===== src/rtl/io_trap_pkg.sv =====
package io_trap_pkg;

  localparam int CFG_W    = 64;
  localparam int DW_W     = 14;
  localparam int BE_W     = 4;
  localparam int AMASK_W  = 6;

  // entry field positions
  localparam int EN_BIT   = 0;
  localparam int ADDR_LO  = 2;
  localparam int AMASK_LO = 18;
  localparam int BE_LO    = 32;
  localparam int BEM_LO   = 36;
  localparam int DIR_BIT  = 48;
  localparam int DIRM_BIT = 49;

  // status word field positions
  localparam int ST_HIT_LO  = 0;
  localparam int ST_BE_LO   = 8;
  localparam int ST_RD_BIT  = 12;
  localparam int ST_ADDR_LO = 16;

  typedef struct packed {
    logic [DW_W-1:0] dw_addr;
    logic [BE_W-1:0] be;
    logic            rd;
  } cyc_rec_t;

  function automatic logic [CFG_W-1:0] cfg_keep_mask();
    logic [CFG_W-1:0] m;
    m = '0;
    m[EN_BIT] = 1'b1;
    m[ADDR_LO +: DW_W] = '1;
    m[AMASK_LO +: AMASK_W] = '1;
    m[BE_LO +: BE_W] = '1;
    m[BEM_LO +: BE_W] = '1;
    m[DIR_BIT] = 1'b1;
    m[DIRM_BIT] = 1'b1;
    return m;
  endfunction

  localparam logic [CFG_W-1:0] CFG_KEEP = cfg_keep_mask();

endpackage


===== src/rtl/trap_cfg_regs.sv =====
module trap_cfg_regs
  import io_trap_pkg::*;
#(
  parameter int NUM_ENTRIES = 4,
  parameter int SEL_W = 3
) (
  input  logic                         clk,
  input  logic                         rst_n,
  input  logic                         wr_en,
  input  logic [SEL_W-1:0]             wr_sel,
  input  logic [CFG_W-1:0]             wr_data,
  output logic [NUM_ENTRIES*CFG_W-1:0] cfg_flat
);

  logic [CFG_W-1:0] wr_clean;

  always_comb begin
    wr_clean = wr_data & CFG_KEEP;
  end

  for (genvar gi = 0; gi < NUM_ENTRIES; gi++) begin : g_entry
    logic             ent_en;
    logic [CFG_W-1:0] ent_d;
    logic [CFG_W-1:0] ent_q;

    always_comb begin
      ent_en = wr_en && (wr_sel == SEL_W'(gi));
      ent_d  = ent_en ? wr_clean : ent_q;
    end

    always_ff @(posedge clk or negedge rst_n) begin
      if (!rst_n) begin
        ent_q <= '0;
      end else if (ent_en) begin
        ent_q <= ent_d;
      end
    end

    assign cfg_flat[gi*CFG_W +: CFG_W] = ent_q;
  end

endmodule


===== src/rtl/trap_entry_cmp.sv =====
module trap_entry_cmp
  import io_trap_pkg::*;
(
  input  logic [CFG_W-1:0] cfg,
  input  logic [DW_W-1:0]  cyc_dw_addr,
  input  logic [BE_W-1:0]  cyc_be,
  input  logic             cyc_read,
  output logic             hit
);

  logic [DW_W-1:0] addr_dc;
  logic [DW_W-1:0] addr_diff;
  logic [BE_W-1:0] be_diff;
  logic            addr_ok;
  logic            be_ok;
  logic            dir_ok;

  always_comb begin
    addr_dc   = '0;
    addr_dc[AMASK_W-1:0] = cfg[AMASK_LO +: AMASK_W];
    addr_diff = (cyc_dw_addr ^ cfg[ADDR_LO +: DW_W]) & ~addr_dc;
    be_diff   = (cyc_be ^ cfg[BE_LO +: BE_W]) & ~cfg[BEM_LO +: BE_W];
    addr_ok   = (addr_diff == '0);
    be_ok     = (be_diff == '0);
    dir_ok    = cfg[DIRM_BIT] || (cfg[DIR_BIT] == cyc_read);
    hit       = cfg[EN_BIT] && addr_ok && be_ok && dir_ok;
  end

endmodule


===== src/rtl/trap_status.sv =====
module trap_status
  import io_trap_pkg::*;
#(
  parameter int NUM_ENTRIES = 4
) (
  input  logic                   clk,
  input  logic                   rst_n,
  input  logic                   trap,
  input  logic [NUM_ENTRIES-1:0] match_vec,
  input  cyc_rec_t               cyc_rec,
  input  logic                   clr_en,
  input  logic [NUM_ENTRIES-1:0] clr_bits,
  output logic                   smi_req,
  output logic [NUM_ENTRIES-1:0] st_hits,
  output cyc_rec_t               st_rec
);

  logic [NUM_ENTRIES-1:0] hits_kept;
  logic [NUM_ENTRIES-1:0] hits_d;
  cyc_rec_t               rec_d;
  logic                   capture;
  logic                   st_en;

  always_comb begin
    hits_kept = clr_en ? (st_hits & ~clr_bits) : st_hits;
    capture   = trap && (hits_kept == '0);
    st_en     = capture || clr_en;
    hits_d    = capture ? match_vec : hits_kept;
    if (capture) begin
      rec_d = cyc_rec;
    end else if (hits_kept == '0) begin
      rec_d = '0;
    end else begin
      rec_d = st_rec;
    end
  end

  always_ff @(posedge clk or negedge rst_n) begin
    if (!rst_n) begin
      smi_req <= 1'b0;
    end else begin
      smi_req <= trap;
    end
  end

  always_ff @(posedge clk or negedge rst_n) begin
    if (!rst_n) begin
      st_hits <= '0;
      st_rec  <= '0;
    end else if (st_en) begin
      st_hits <= hits_d;
      st_rec  <= rec_d;
    end
  end

endmodule


===== src/rtl/io_trap_match.sv =====
module io_trap_match
  import io_trap_pkg::*;
#(
  parameter int NUM_ENTRIES = 4,
  localparam int SEL_W = $clog2(NUM_ENTRIES + 1)
) (
  input  logic                   clk,
  input  logic                   rst_n,
  input  logic                   cyc_valid,
  input  logic [DW_W-1:0]        cyc_dw_addr,
  input  logic [BE_W-1:0]        cyc_be,
  input  logic                   cyc_read,
  input  logic                   reg_wr,
  input  logic [SEL_W-1:0]       reg_sel,
  input  logic [CFG_W-1:0]       reg_wdata,
  output logic [CFG_W-1:0]       reg_rdata,
  output logic                   smi_req,
  output logic [NUM_ENTRIES-1:0] trap_hits
);

  localparam logic [SEL_W-1:0] STATUS_SEL = SEL_W'(NUM_ENTRIES);

  logic [1:0]                   rst_sync_q;
  logic                         rst_core_n;
  logic [NUM_ENTRIES*CFG_W-1:0] cfg_flat;
  logic [NUM_ENTRIES-1:0]       match_vec;
  logic                         trap;
  logic                         clr_en;
  cyc_rec_t                     cyc_rec;
  cyc_rec_t                     st_rec;
  logic [NUM_ENTRIES-1:0]       st_hits;
  logic [CFG_W-1:0]             st_word;

  // asynchronous assertion, synchronous release
  always_ff @(posedge clk or negedge rst_n) begin
    if (!rst_n) begin
      rst_sync_q <= '0;
    end else begin
      rst_sync_q <= {rst_sync_q[0], 1'b1};
    end
  end
  assign rst_core_n = rst_sync_q[1];

  trap_cfg_regs #(
    .NUM_ENTRIES (NUM_ENTRIES),
    .SEL_W       (SEL_W)
  ) u_cfg (
    .clk      (clk),
    .rst_n    (rst_core_n),
    .wr_en    (reg_wr),
    .wr_sel   (reg_sel),
    .wr_data  (reg_wdata),
    .cfg_flat (cfg_flat)
  );

  for (genvar gi = 0; gi < NUM_ENTRIES; gi++) begin : g_cmp
    trap_entry_cmp u_cmp (
      .cfg         (cfg_flat[gi*CFG_W +: CFG_W]),
      .cyc_dw_addr (cyc_dw_addr),
      .cyc_be      (cyc_be),
      .cyc_read    (cyc_read),
      .hit         (match_vec[gi])
    );
  end

  always_comb begin
    trap            = cyc_valid && (match_vec != '0);
    clr_en          = reg_wr && (reg_sel == STATUS_SEL);
    cyc_rec.dw_addr = cyc_dw_addr;
    cyc_rec.be      = cyc_be;
    cyc_rec.rd      = cyc_read;
  end

  trap_status #(
    .NUM_ENTRIES (NUM_ENTRIES)
  ) u_status (
    .clk       (clk),
    .rst_n     (rst_core_n),
    .trap      (trap),
    .match_vec (match_vec),
    .cyc_rec   (cyc_rec),
    .clr_en    (clr_en),
    .clr_bits  (reg_wdata[NUM_ENTRIES-1:0]),
    .smi_req   (smi_req),
    .st_hits   (st_hits),
    .st_rec    (st_rec)
  );

  always_comb begin
    st_word = '0;
    st_word[ST_HIT_LO +: NUM_ENTRIES] = st_hits;
    st_word[ST_BE_LO +: BE_W]         = st_rec.be;
    st_word[ST_RD_BIT]                = st_rec.rd;
    st_word[ST_ADDR_LO +: DW_W]       = st_rec.dw_addr;
  end

  always_comb begin
    reg_rdata = '0;
    for (int i = 0; i < NUM_ENTRIES; i++) begin
      if (reg_sel == SEL_W'(i)) begin
        reg_rdata = cfg_flat[i*CFG_W +: CFG_W];
      end
    end
    if (reg_sel == STATUS_SEL) begin
      reg_rdata = st_word;
    end
  end

  assign trap_hits = st_hits;

endmodule


===== config.mk =====
export PLATFORM = sky130hd
export DESIGN_NAME = io_trap_match
export DESIGN_NICKNAME = d
export VERILOG_FILES = /design/src/rtl/io_trap_pkg.sv /design/src/rtl/trap_cfg_regs.sv /design/src/rtl/trap_entry_cmp.sv /design/src/rtl/trap_status.sv /design/src/rtl/io_trap_match.sv
export SDC_FILE = /design/constraint.sdc
export NUM_CORES = 1
export LEC_CHECK = 0
export ABC_AREA = 1
export BUFFER_PORTS_ARGS = -buffer_cell sky130_fd_sc_hd__buf_4
export CORE_MARGIN = 2
export CORE_UTILIZATION = 35
export DETAILED_ROUTE_END_ITERATION = 6
export HOLD_SLACK_MARGIN = 0.05
export PLACE_DENSITY_LB_ADDON = 0.05
export SLEW_MARGIN = 40
export SYNTH_ARGS = -nofsm -noshare
export SYNTH_HDL_FRONTEND = slang
export SYNTH_SLANG_ARGS = --single-unit
export TNS_END_PERCENT = 5

===== constraint.sdc =====
create_clock -name clk -period 8 [get_ports clk]
set_input_delay 0.4 -clock clk [delete_from_list [all_inputs] [get_ports clk]]
set_output_delay 0.4 -clock clk [all_outputs]
set_load 0.05 [all_outputs]

==> impl_metrics.ini, run 1 <==
[run_status]
run_status = finished clean

[yosys]
syn_inst = 1123
syn_avg_cell_area_sq_um = 7.22
number_of_synthesized_register_bits = 150
synth.lib_cells_used.distinct = 35
mappedNetlistArea_sq_um = 8100
synth.yosys.warnings = 0
synth.yosys.seq_area_share_pct = 46.3

[clock_network]
clk_latency_ns = 0.42
path_clk_slew_ns = 0.06
clock_path_buffers = 2
cts.root.buffer_cell = sky130_fd_sc_hd__clkbuf_16
cts_tree = done
post_cts.repair.setup_buffers = 0
cts_num_sinks = 150
ctsHtreeMaxLevel = 4
cts_inserted_buffers = 17

[placed_design]
gp_congestion = 0.808
buffer_ports.inserted = 102
placedCellCount = 1473
dp_hpwl_mm = 18.4

[worst_setup_path]
arrival_ns = 2.73
critical-path-top-delay-family = buffers and inverters
worst-path-buf-inv = 4
endpoint_of_the_worst_slack_reg_to_reg_timing_path = u_status.st_rec[2]
timing.critical_path.cells = buf_4 > nor2_1 > nand2_1 > inv_1 > buf_4 > a22oi_1 > a221oi_1 > buf_4
regToRegSetupSlack_ns = 5.70
rr_startpoint = u_cfg.g_entry[2].ent_q[34]
critPathLaunchType = input port
worst_setup_path_end_kind = output pin
worst_r2r_path_depth = 12
cp.required_ns = 7.60
cp_common_cell = sky130_fd_sc_hd__buf_4
startpoint = reg_sel[2]
critical_path_peak_fanout = 18
critPathKind = in2out
critPathSlowestCell = sky130_fd_sc_hd__nand2_1
slowest_delay_ns = 0.45

[finish]
drive_gt1_share_pct = 13.6
leading_cell_types_in_the_layout_fill_and_taps_excluded = sky130_fd_sc_hd__nand2_1, sky130_fd_sc_hd__dfrtp_1, sky130_fd_sc_hd__o21ai_0, sky130_fd_sc_hd__inv_1, sky130_fd_sc_hd__buf_4
layout.cells.most_common = sky130_fd_sc_hd__nand2_1
syn_to_final_growth_pct = 19.1
finish.net_count = 1298
finish.cell_count_without_fillers = 1506
insertedDiodeCount = 0

[detailed_routing]
detailedRoute.firstPassIterationCount = 5
remaining_drc_errors = 0
drt-total-wl_mm = 26.7
wire_per_inst_microns = 17.7
drt_first_iter_violations = 469
ant_nets = 0
detailroute.via_count = 7307
drt-vias-per-instance = 4.85

[sta]
hold_slack_ns = 0.224
max_slew_margin_pct = 50.4
rsz0062_at_grt = false
final-setup-viol-count = 0
min_period_over_period_pct = 39.1
finalHoldViolCount = 0
worstMarginPinSlew_ns = 0.744
finalMaxSlewViolations = 0
setup-tns-final_ns = 0
clock_skew_ns = 0.00841
max_freq_mhz = 319
period_minus_slack_ns = 3.13

[floorplanning]
io_pins = 159
floorplan_die_area_sq_um = 24400
core_area_sq_um = 22700
floorplan.rows = 55
dieHeight_microns = 156
die_w_microns = 156
initial_core_util_pct = 35.7

[flow_run]
max_cap_violations = 0

[min_path]
holdPathEnd = u_status.st_rec[13]
min_path_cells = 3
min-delay-start = cyc_dw_addr[8]
hold_path_class = in2reg

[grt]
grt_overflow_total = 0
number_of_antenna_violations_at_the_first_check_in_global_routing = 0
grt_pass1_wl_mm = 41.3
vias_in_the_first_global_route = 7061
grt_max_degree = 55
grt_util_all_layers_pct = 22.6

[power]
vdd_drop_max_uv = 140
power_density_nw_per_um2 = 242
p_leak_nw = 5.05
[logic make-up after synthesis]
| family | share of synthesized area, % |
|---|---|
| xor gates and xnor gates | 0.540 |
| AOI/OAI and AO/OA | 16.3 |
| DFF | 46.3 |
| other | 0.0927 |
| buffers and inverters | 11.0 |
| and+or+nand+nor | 25.7 |
[area by class of cell]
cell class | count | area, sq um
clock buffer | 23 | 468
clock inverter | 9 | 125
fill | 2444 | 13100
inverter | 134 | 503
multi-input combinational | 789 | 3550
sequential | 150 | 3760
tap | 285 | 357
timing repair buffer | 116 | 886
[power breakdown]
group / internal, mW / total, mW / switching, mW
Sequential: 0.879 / 0.988 / 0.110
Combinational: 0.178 / 0.520 / 0.343
Clock: 0.506 / 0.828 / 0.323
[worst register-to-register path: stages (launching register included)]
cell and delay [ns]:
sky130_fd_sc_hd__dfrtp_1 0.40, sky130_fd_sc_hd__or2_0 0.22, sky130_fd_sc_hd__nand2_1 0.07, sky130_fd_sc_hd__nand2_1 0.05, sky130_fd_sc_hd__nor2_1 0.20, sky130_fd_sc_hd__nand2_1 0.08, sky130_fd_sc_hd__nor2_1 0.24, sky130_fd_sc_hd__nor2_1 0.12
sky130_fd_sc_hd__nand2_2 0.08, sky130_fd_sc_hd__nand3_2 0.08, sky130_fd_sc_hd__inv_2 0.40, sky130_fd_sc_hd__nand2_1 0.19, sky130_fd_sc_hd__nand2_1 0.10
[how the worst max path moves through the flow]
stage | end | slack, ns | cells after the start
2_1_floorplan | u_cfg.g_entry[0].ent_q[0] | 3.51 | 0
3_3_place_gp | reg_rdata[48] | 4.96 | 8
3_5_place_dp | reg_rdata[48] | 4.96 | 8
4_1_cts | reg_rdata[48] | 4.94 | 8
6_report | reg_rdata[48] | 4.87 | 8
5_1_grt | reg_rdata[48] | 4.77 | 8
[metal layers]
metal  GRT usage, %  vias to the layer above  wire length [microns]
met5              0                        -                      0
met4           4.94                        0                    286
met3           2.86                       15                   1190
met2           37.2                      200                  12300
met1           31.9                     3429                  12900
li1               -                     3663                      -
[cells in the mapped netlist]
cell type | count | area share (%)
sky130_fd_sc_hd__o221ai_1 | 1 | 0.11
sky130_fd_sc_hd__a21o_1 | 2 | 0.19
sky130_fd_sc_hd__nor2_1 | 75 | 3.5
sky130_fd_sc_hd__clkbuf_2 | 2 | 0.12
sky130_fd_sc_hd__buf_4 | 26 | 2.4
sky130_fd_sc_hd__conb_1 | 2 | 0.093
sky130_fd_sc_hd__o21a_1 | 1 | 0.093
sky130_fd_sc_hd__a22oi_1 | 10 | 0.93
sky130_fd_sc_hd__a31oi_1 | 1 | 0.077
sky130_fd_sc_hd__or2_0 | 5 | 0.39
sky130_fd_sc_hd__a21oi_1 | 37 | 2.3
sky130_fd_sc_hd__buf_6 | 1 | 0.14
sky130_fd_sc_hd__nor3_4 | 1 | 0.20
sky130_fd_sc_hd__xor2_1 | 1 | 0.11
sky130_fd_sc_hd__o211ai_1 | 8 | 0.74
sky130_fd_sc_hd__o21ai_0 | 146 | 9.0
sky130_fd_sc_hd__or2_1 | 4 | 0.31
sky130_fd_sc_hd__inv_1 | 131 | 6.1
sky130_fd_sc_hd__or2_2 | 2 | 0.15
sky130_fd_sc_hd__xnor2_1 | 4 | 0.43
sky130_fd_sc_hd__dfrtp_1 | 150 | 46
sky130_fd_sc_hd__nand2_4 | 1 | 0.14
sky130_fd_sc_hd__nand3b_1 | 5 | 0.46
sky130_fd_sc_hd__nand3_2 | 2 | 0.25
sky130_fd_sc_hd__nor2_2 | 4 | 0.31
sky130_fd_sc_hd__clkbuf_1 | 37 | 1.7
sky130_fd_sc_hd__nand2_2 | 5 | 0.39
sky130_fd_sc_hd__inv_2 | 3 | 0.14
sky130_fd_sc_hd__a221oi_1 | 9 | 0.97
sky130_fd_sc_hd__a211oi_1 | 6 | 0.56
sky130_fd_sc_hd__nand3_1 | 22 | 1.4
sky130_fd_sc_hd__nand2_1 | 395 | 18
sky130_fd_sc_hd__o22ai_1 | 15 | 1.2
sky130_fd_sc_hd__a21boi_0 | 2 | 0.19
sky130_fd_sc_hd__buf_2 | 7 | 0.43
[sequential cells by signal, summed over array words and instances (netlist names)]
signal	flops
rst_sync_q	2
u_cfg.g_entry.ent_q	124
u_status.smi_req	1
u_status.st_hits	4
u_status.st_rec	19
[per-stage QoR]
| step | power [mW] | utilization (%) | instance area, sq um | worst slack, ns |
|---|---|---|---|---|
| final | 2.34 | 42.5 | 9650 | 4.87 |
| after global routing | 2.47 | 42.5 | 9650 | 4.77 |
| after CTS | 2.35 | 42.5 | 9650 | 4.94 |
| after detailed placement | 1.52 | 39.8 | 9050 | 4.96 |
| after global placement | 1.52 | 39.7 | 9030 | 4.96 |
| after floorplan | 1.35 | - | 8190 | 3.51 |
[timing repair]
action,CTS,global route
endpoints found under the hold margin,2,0
hold buffers,1,0
gates resized for setup,0,0
(Power assumes the default switching activity.)
==> run 2: changes to the inputs <==
Clock period 8 ns to 2.75 ns, I/O delays scaled along.
==> impl_metrics.ini, run 2 (synthesis results as in run 1) <==
[floorplanning]
initial_core_util_pct = 35.7
core_area_sq_um = 22700
io_pins = 159
floorplan.rows = 55
die_w_microns = 156
floorplan_die_area_sq_um = 24400
dieHeight_microns = 156

[min_path]
min_path_cells = 3
hold_path_class = in2reg

[detailed_routing]
drt_first_iter_violations = 417
wire_per_inst_microns = 17.1
remaining_drc_errors = 0
detailroute.via_count = 7450
drt-vias-per-instance = 4.78
ant_nets = 0
detailedRoute.firstPassIterationCount = 4
drt-total-wl_mm = 26.7

[sta]
worst_slack_ns = 0.583
finalHoldViolCount = 0
period_minus_slack_ns = 2.17
setup-tns-final_ns = 0
finalMaxSlewViolations = 0
clock_skew_ns = 0.00818
max_freq_mhz = 462
hold_slack_ns = 0.0503
final-setup-viol-count = 0
min_period_over_period_pct = 78.8
rsz0062_at_grt = false
max_slew_margin_pct = 58.9
worstMarginPinSlew_ns = 0.614

[power]
vdd_drop_max_uv = 388
p_leak_nw = 5.33
power_mw = 7.09
power_density_nw_per_um2 = 688

[placed_design]
placedCellCount = 1481
buffer_ports.inserted = 102
dp_hpwl_mm = 18.8
detailed_place.area_sq_um = 9170
gp_congestion = 0.812
dpl_worst_slack_ns = 0.662

[worst_setup_path]
worst_r2r_path_depth = 14
worst-path-buf-inv = 4
cp_common_cell = sky130_fd_sc_hd__nor2_1
slowest_delay_ns = 0.54
worst_setup_path_end_kind = register
cp.required_ns = 3.11
critical_path_peak_fanout = 14
critPathSlowestCell = sky130_fd_sc_hd__dlygate4sd3_1
critPathLaunchType = input port
critPathKind = in2reg
critical-path-top-delay-family = simple AND/OR/NAND/NOR gates
cp.depth = 16
arrival_ns = 2.53
timing.critical_path.cells = dlygate4sd3_1 > buf_4 > nor2_1 > nor2_1 > nand2_1 > nand2_1 > nor2_1 > nand2_1 > nor2_1 > nor2_1 > nand2_2 > nand3_2 > inv_2 > buf_12 > nand2_1 > nand3_1

[finish]
fillers = 2343
leading_cell_types_in_the_layout_fill_and_taps_excluded = sky130_fd_sc_hd__nand2_1, sky130_fd_sc_hd__dfrtp_1, sky130_fd_sc_hd__o21ai_0, sky130_fd_sc_hd__inv_1, sky130_fd_sc_hd__buf_4
layout.cells.most_common = sky130_fd_sc_hd__nand2_1
largest_register_ff_count = 124
finish.cell_count_without_fillers = 1560
drive_gt1_share_pct = 14.0
registers.top_by_ff_count = u_cfg.g_entry.ent_q
finish.net_count = 1352
reg_top3 = u_cfg.g_entry.ent_q: 124 flops, u_status.st_rec: 19 flops, u_status.st_hits: 4 flops
insertedDiodeCount = 0
layout.cell_area.non_filler_sq_um = 10300
layout.core_utilization_pct = 45.4
syn_to_final_growth_pct = 27.1

[grt]
grt_max_degree = 71
grt_util_all_layers_pct = 22.5
grt_pass1_wl_mm = 41.0
grt_overflow_total = 0
number_of_antenna_violations_at_the_first_check_in_global_routing = 0
vias_in_the_first_global_route = 7248

[clock_network]
cts_inserted_buffers = 17
clock_path_buffers = 2
cts.root.buffer_cell = sky130_fd_sc_hd__clkbuf_16
clk_latency_ns = 0.43
ctsHtreeMaxLevel = 4
post_cts.repair.setup_buffers = 0
cts_num_sinks = 150
cts_tree = done
path_clk_slew_ns = 0.06
cts.repair.resized = 0

[flow_run]
max_cap_violations = 0

[run_status]
run_status = finished clean
-- run 2: changes by cell type in the layout (fill, tap and decap cells not counted) --
cell,delta
sky130_fd_sc_hd__dlygate4sd3_1,+46
sky130_fd_sc_hd__buf_12,+5
sky130_fd_sc_hd__clkbuf_1,-4
sky130_fd_sc_hd__clkinv_4,+4
sky130_fd_sc_hd__buf_4,+3
sky130_fd_sc_hd__clkinv_2,-3
sky130_fd_sc_hd__bufinv_16,+2
sky130_fd_sc_hd__inv_6,+2
sky130_fd_sc_hd__clkbuf_8,-1
-- run 2: layout make-up --
class / count / area [sq um] / area share (%)
sequential: 150 / 3760 / 36.5
multi-input combinational: 789 / 3550 / 34.5
timing repair buffer: 170 / 1470 / 14.3
inverter: 134 / 503 / 4.88
clock buffer: 18 / 439 / 4.26
tap: 285 / 357 / 3.46
clock inverter: 14 / 223 / 2.16
-- run 2: timing repair --
item | in CTS | in global routing
endpoints found under the hold margin | 106 | 0
setup endpoints to repair | 0 | 0
hold buffers | 47 | 0
-- run 2: per-layer routing --
metal / track usage, % / vias up / routed length, microns
li1: - / 3783 / -
met1: 31.8 / 3461 / 13100
met2: 35.8 / 178 / 12100
met3: 3.00 / 28 / 997
met4: 6.90 / 0 / 462
met5: 0 / - / 0
-- run 2: power by group --
group | switching (mW) | leakage, nW | internal, mW
combinational | 1.01 | 3.10 | 0.569
sequential | 0.316 | 1.92 | 2.56
clock | 0.996 | 0.317 | 1.65
total | 2.32 | 5.33 | 4.77
-- run 2: worst min-delay path, stage by stage --
cell and delay, ns:
sky130_fd_sc_hd__buf_4 0.07, sky130_fd_sc_hd__inv_1 0.07, sky130_fd_sc_hd__o21ai_0 0.15
-- run 2: final timing paths --
kind,start,endpoint,slack [ns]
min in group asynchronous,rst_sync_q[1],u_cfg.g_entry[0].ent_q[7],0.31
max in group asynchronous,rst_sync_q[1],u_cfg.g_entry[1].ent_q[12],1.62
max,cyc_dw_addr[2],u_status.st_hits[0],0.58
min,reg_wdata[12],u_cfg.g_entry[2].ent_q[12],0.05
max reg2reg,u_cfg.g_entry[1].ent_q[4],u_status.st_hits[0],0.61
min reg2reg,rst_sync_q[1],u_cfg.g_entry[0].ent_q[7],0.31
==> run 3: changes to the inputs <==
Settings changed: ABC_AREA 1 to 0.
Clock period 2.75 ns to 2.2 ns, I/O delays scaled along.
==> impl_metrics.ini, run 3 <==
[min_path]
min_path_cells = 4
hold_path_class = in2reg

[yosys]
syn_avg_cell_area_sq_um = 12.9
synth.yosys.warnings = 0
synth.lib_cells_used.distinct = 31
ys_async_sr_fraction_pct = 100
synthDominantAreaCellType = sky130_fd_sc_hd__dfrtp_1
synth.yosys.seq_area_share_pct = 47.5
most_numerous_cell_types_in_the_synthesized_netlist = sky130_fd_sc_hd__dfrtp_1, sky130_fd_sc_hd__mux2_2, sky130_fd_sc_hd__xnor2_1, sky130_fd_sc_hd__buf_2, sky130_fd_sc_hd__mux4_2
mappedNetlistArea_sq_um = 7910
synth_top_area_share_pct = 47.5
synth_edf_count = 0
yosysMostFrequentCell = sky130_fd_sc_hd__dfrtp_1
number_of_synthesized_register_bits = 150
leading_cell_types_by_total_area_after_synthesis = sky130_fd_sc_hd__dfrtp_1, sky130_fd_sc_hd__mux2_2, sky130_fd_sc_hd__mux4_2, sky130_fd_sc_hd__xnor2_1, sky130_fd_sc_hd__buf_4
syn_inst = 613
synth_ff_type = sky130_fd_sc_hd__dfrtp_1

[worst_setup_path]
worst_setup_path_end_kind = register
cp.required_ns = 2.57
critPathLaunchType = input port
critical_path_peak_fanout = 12
worst_r2r_path_depth = 9
critPathKind = in2reg
arrival_ns = 2.53
regToRegSetupSlack_ns = 0.03

[finish]
syn_to_final_growth_pct = 31.8
registers.top_by_ff_count = u_cfg.g_entry.ent_q
fillers = 2065
layout.area.seq_sq_um = 3760
reg_top3 = u_cfg.g_entry.ent_q: 124 flops, u_status.st_rec: 19 flops, u_status.st_hits: 4 flops
largest_register_ff_count = 124
layout.cell_area.non_filler_sq_um = 10400
insertedDiodeCount = 0
multi_input_area_sq_um = 3940
layout.cells.most_common = sky130_fd_sc_hd__dfrtp_1
drive_gt1_share_pct = 43.7
finish.net_count = 867
leading_cell_types_in_the_layout_fill_and_taps_excluded = sky130_fd_sc_hd__dfrtp_1, sky130_fd_sc_hd__buf_4, sky130_fd_sc_hd__mux2_2, sky130_fd_sc_hd__xnor2_1, sky130_fd_sc_hd__dlygate4sd3_1
layout.core_utilization_pct = 47.3

[detailed_routing]
drt-vias-per-instance = 5.09
wire_per_inst_microns = 21.8
drt-total-wl_mm = 23.3
drt_first_iter_violations = 194
remaining_drc_errors = 0
ant_nets = 0
detailroute.via_count = 5447
detailedRoute.firstPassIterationCount = 4

[grt]
number_of_antenna_violations_at_the_first_check_in_global_routing = 0
vias_in_the_first_global_route = 5884
use_met2_pct = 33.7
grt_overflow_total = 0
grt_pass1_wl_mm = 36.0
gr-usage-met3_pct = 3.25
grt_util_all_layers_pct = 20.4
global_route.peak_usage_layer = met2
globalRouteMet1Util_pct = 28.1
grt_max_degree = 149

[sta]
max_freq_mhz = 461
hold_slack_ns = 0.0939
period_minus_slack_ns = 2.17
min_period_over_period_pct = 98.5
finalMaxSlewViolations = 0
rsz0062_at_grt = true
clock_skew_ns = 0.0110
final-setup-viol-count = 0
worstMarginPinSlew_ns = 0.527
max_slew_margin_pct = 64.9
finalHoldViolCount = 0
worst_slack_ns = 0.0326

[power]
power_mw = 9.45
vdd_drop_max_uv = 526
power_density_nw_per_um2 = 907
p_leak_nw = 4.42

[placed_design]
gp_congestion = 0.771
dp_hpwl_mm = 16.1
dpl_worst_slack_ns = -0.289
detailed_place.area_sq_um = 9050
buffer_ports.inserted = 102

[clock_network]
cts.root.buffer_cell = sky130_fd_sc_hd__clkbuf_16
cts_tree = done
clock_path_buffers = 2
cts_inserted_buffers = 17
clk_latency_ns = 0.43
path_clk_slew_ns = 0.06
ctsHtreeMaxLevel = 4
cts_num_sinks = 150

[floorplanning]
io_pins = 159
dieHeight_microns = 154
core_area_sq_um = 22000
floorplan_die_area_sq_um = 23800
initial_core_util_pct = 35.9
floorplan.rows = 54
die_w_microns = 154

[run_status]
run_status = finished clean

[flow_run]
max_cap_violations = 0
[run 3: cell types whose count changed after synthesis, moves of 19 or more]
cell	change
sky130_fd_sc_hd__nand2_1	-371
sky130_fd_sc_hd__o21ai_0	-128
sky130_fd_sc_hd__inv_1	-117
sky130_fd_sc_hd__nor2_1	-75
sky130_fd_sc_hd__a21oi_1	-37
sky130_fd_sc_hd__a22o_1	+19
sky130_fd_sc_hd__mux2_2	+115
sky130_fd_sc_hd__xnor2_1	+72
sky130_fd_sc_hd__clkbuf_1	-28
sky130_fd_sc_hd__mux4_2	+31
sky130_fd_sc_hd__buf_2	+24
[run 3: worst paths after layout]
path                                              endpoint                       from
worst min-delay path                   u_status.st_hits[2]                     reg_wr
worst min register to register   u_cfg.g_entry[1].ent_q[4]              rst_sync_q[1]
worst max-delay path                   u_status.st_rec[18]             cyc_dw_addr[1]
max in group asynchronous       u_cfg.g_entry[1].ent_q[37]              rst_sync_q[1]
worst max register to register         u_status.st_rec[18]  u_cfg.g_entry[0].ent_q[2]
min in group asynchronous        u_cfg.g_entry[1].ent_q[4]              rst_sync_q[1]
[run 3: cells by family (layout without fill, tap and decap cells)]
| kind of cell | count (synthesis) | in the layout | share of synthesized area (%) |
|---|---|---|---|
| AO/OA/AOI/OAI | 63 | 63 | 5.52 |
| XOR/XNOR | 76 | 76 | 8.42 |
| buffers and inverters | 87 | 241 | 6.24 |
| flip-flops | 150 | 150 | 47.5 |
| multiplexers | 155 | 155 | 26.5 |
| other | 2 | 25 | 0.0950 |
| AND/OR/NAND/NOR | 80 | 80 | 5.76 |
[run 3: area by class of cell]
class / instances / share of cell area (%)
clock inverter: 12 / 1.47
tap: 280 / 3.36
inverter: 14 / 0.504
timing repair buffer: 195 / 16.5
sequential: 150 / 36.1
multi-input combinational: 399 / 37.9
clock buffer: 20 / 4.29
[run 3: timing repair]
item	CTS	global route
hold buffers	54	0
setup endpoints to repair	19	19
gates resized for setup	11	15
setup buffers	1	0
pin swaps	5	2
hold endpoints to repair	148	0
[run 3: critical path, cell delays in order]
cell,delay [ns]
sky130_fd_sc_hd__dlygate4sd3_1,0.55
sky130_fd_sc_hd__buf_4,0.18
sky130_fd_sc_hd__xnor2_1,0.20
sky130_fd_sc_hd__o22ai_2,0.12
sky130_fd_sc_hd__nor4_2,0.38
sky130_fd_sc_hd__buf_4,0.17
sky130_fd_sc_hd__nand2_1,0.06
sky130_fd_sc_hd__nand4_1,0.19
sky130_fd_sc_hd__nor2b_4,0.26
sky130_fd_sc_hd__buf_6,0.18
sky130_fd_sc_hd__a22o_1,0.14
[run 3: routing by layer]
| metal | wire (microns) | vias up |
|---|---|---|
| met5 | 0 | - |
| met1 | 10700 | 2838 |
| met2 | 11400 | 134 |
| li1 | - | 2461 |
| met4 | 199 | 0 |
| met3 | 926 | 14 |
[run 3: metrics by stage]
stage / setup TNS (ns) / cells
global placement: -4.41 / 982
detailed placement: -4.97 / 982
global route: -0.608 / 1070
CTS: 0 / 1069
floorplan: 0 / 636
finish: 0 / 1070
[run 3: power breakdown]
group	switching, mW	total (mW)	internal [mW]
Clock	1.19	3.01	1.81
Sequential	0.486	3.76	3.27
Combinational	1.32	2.69	1.37
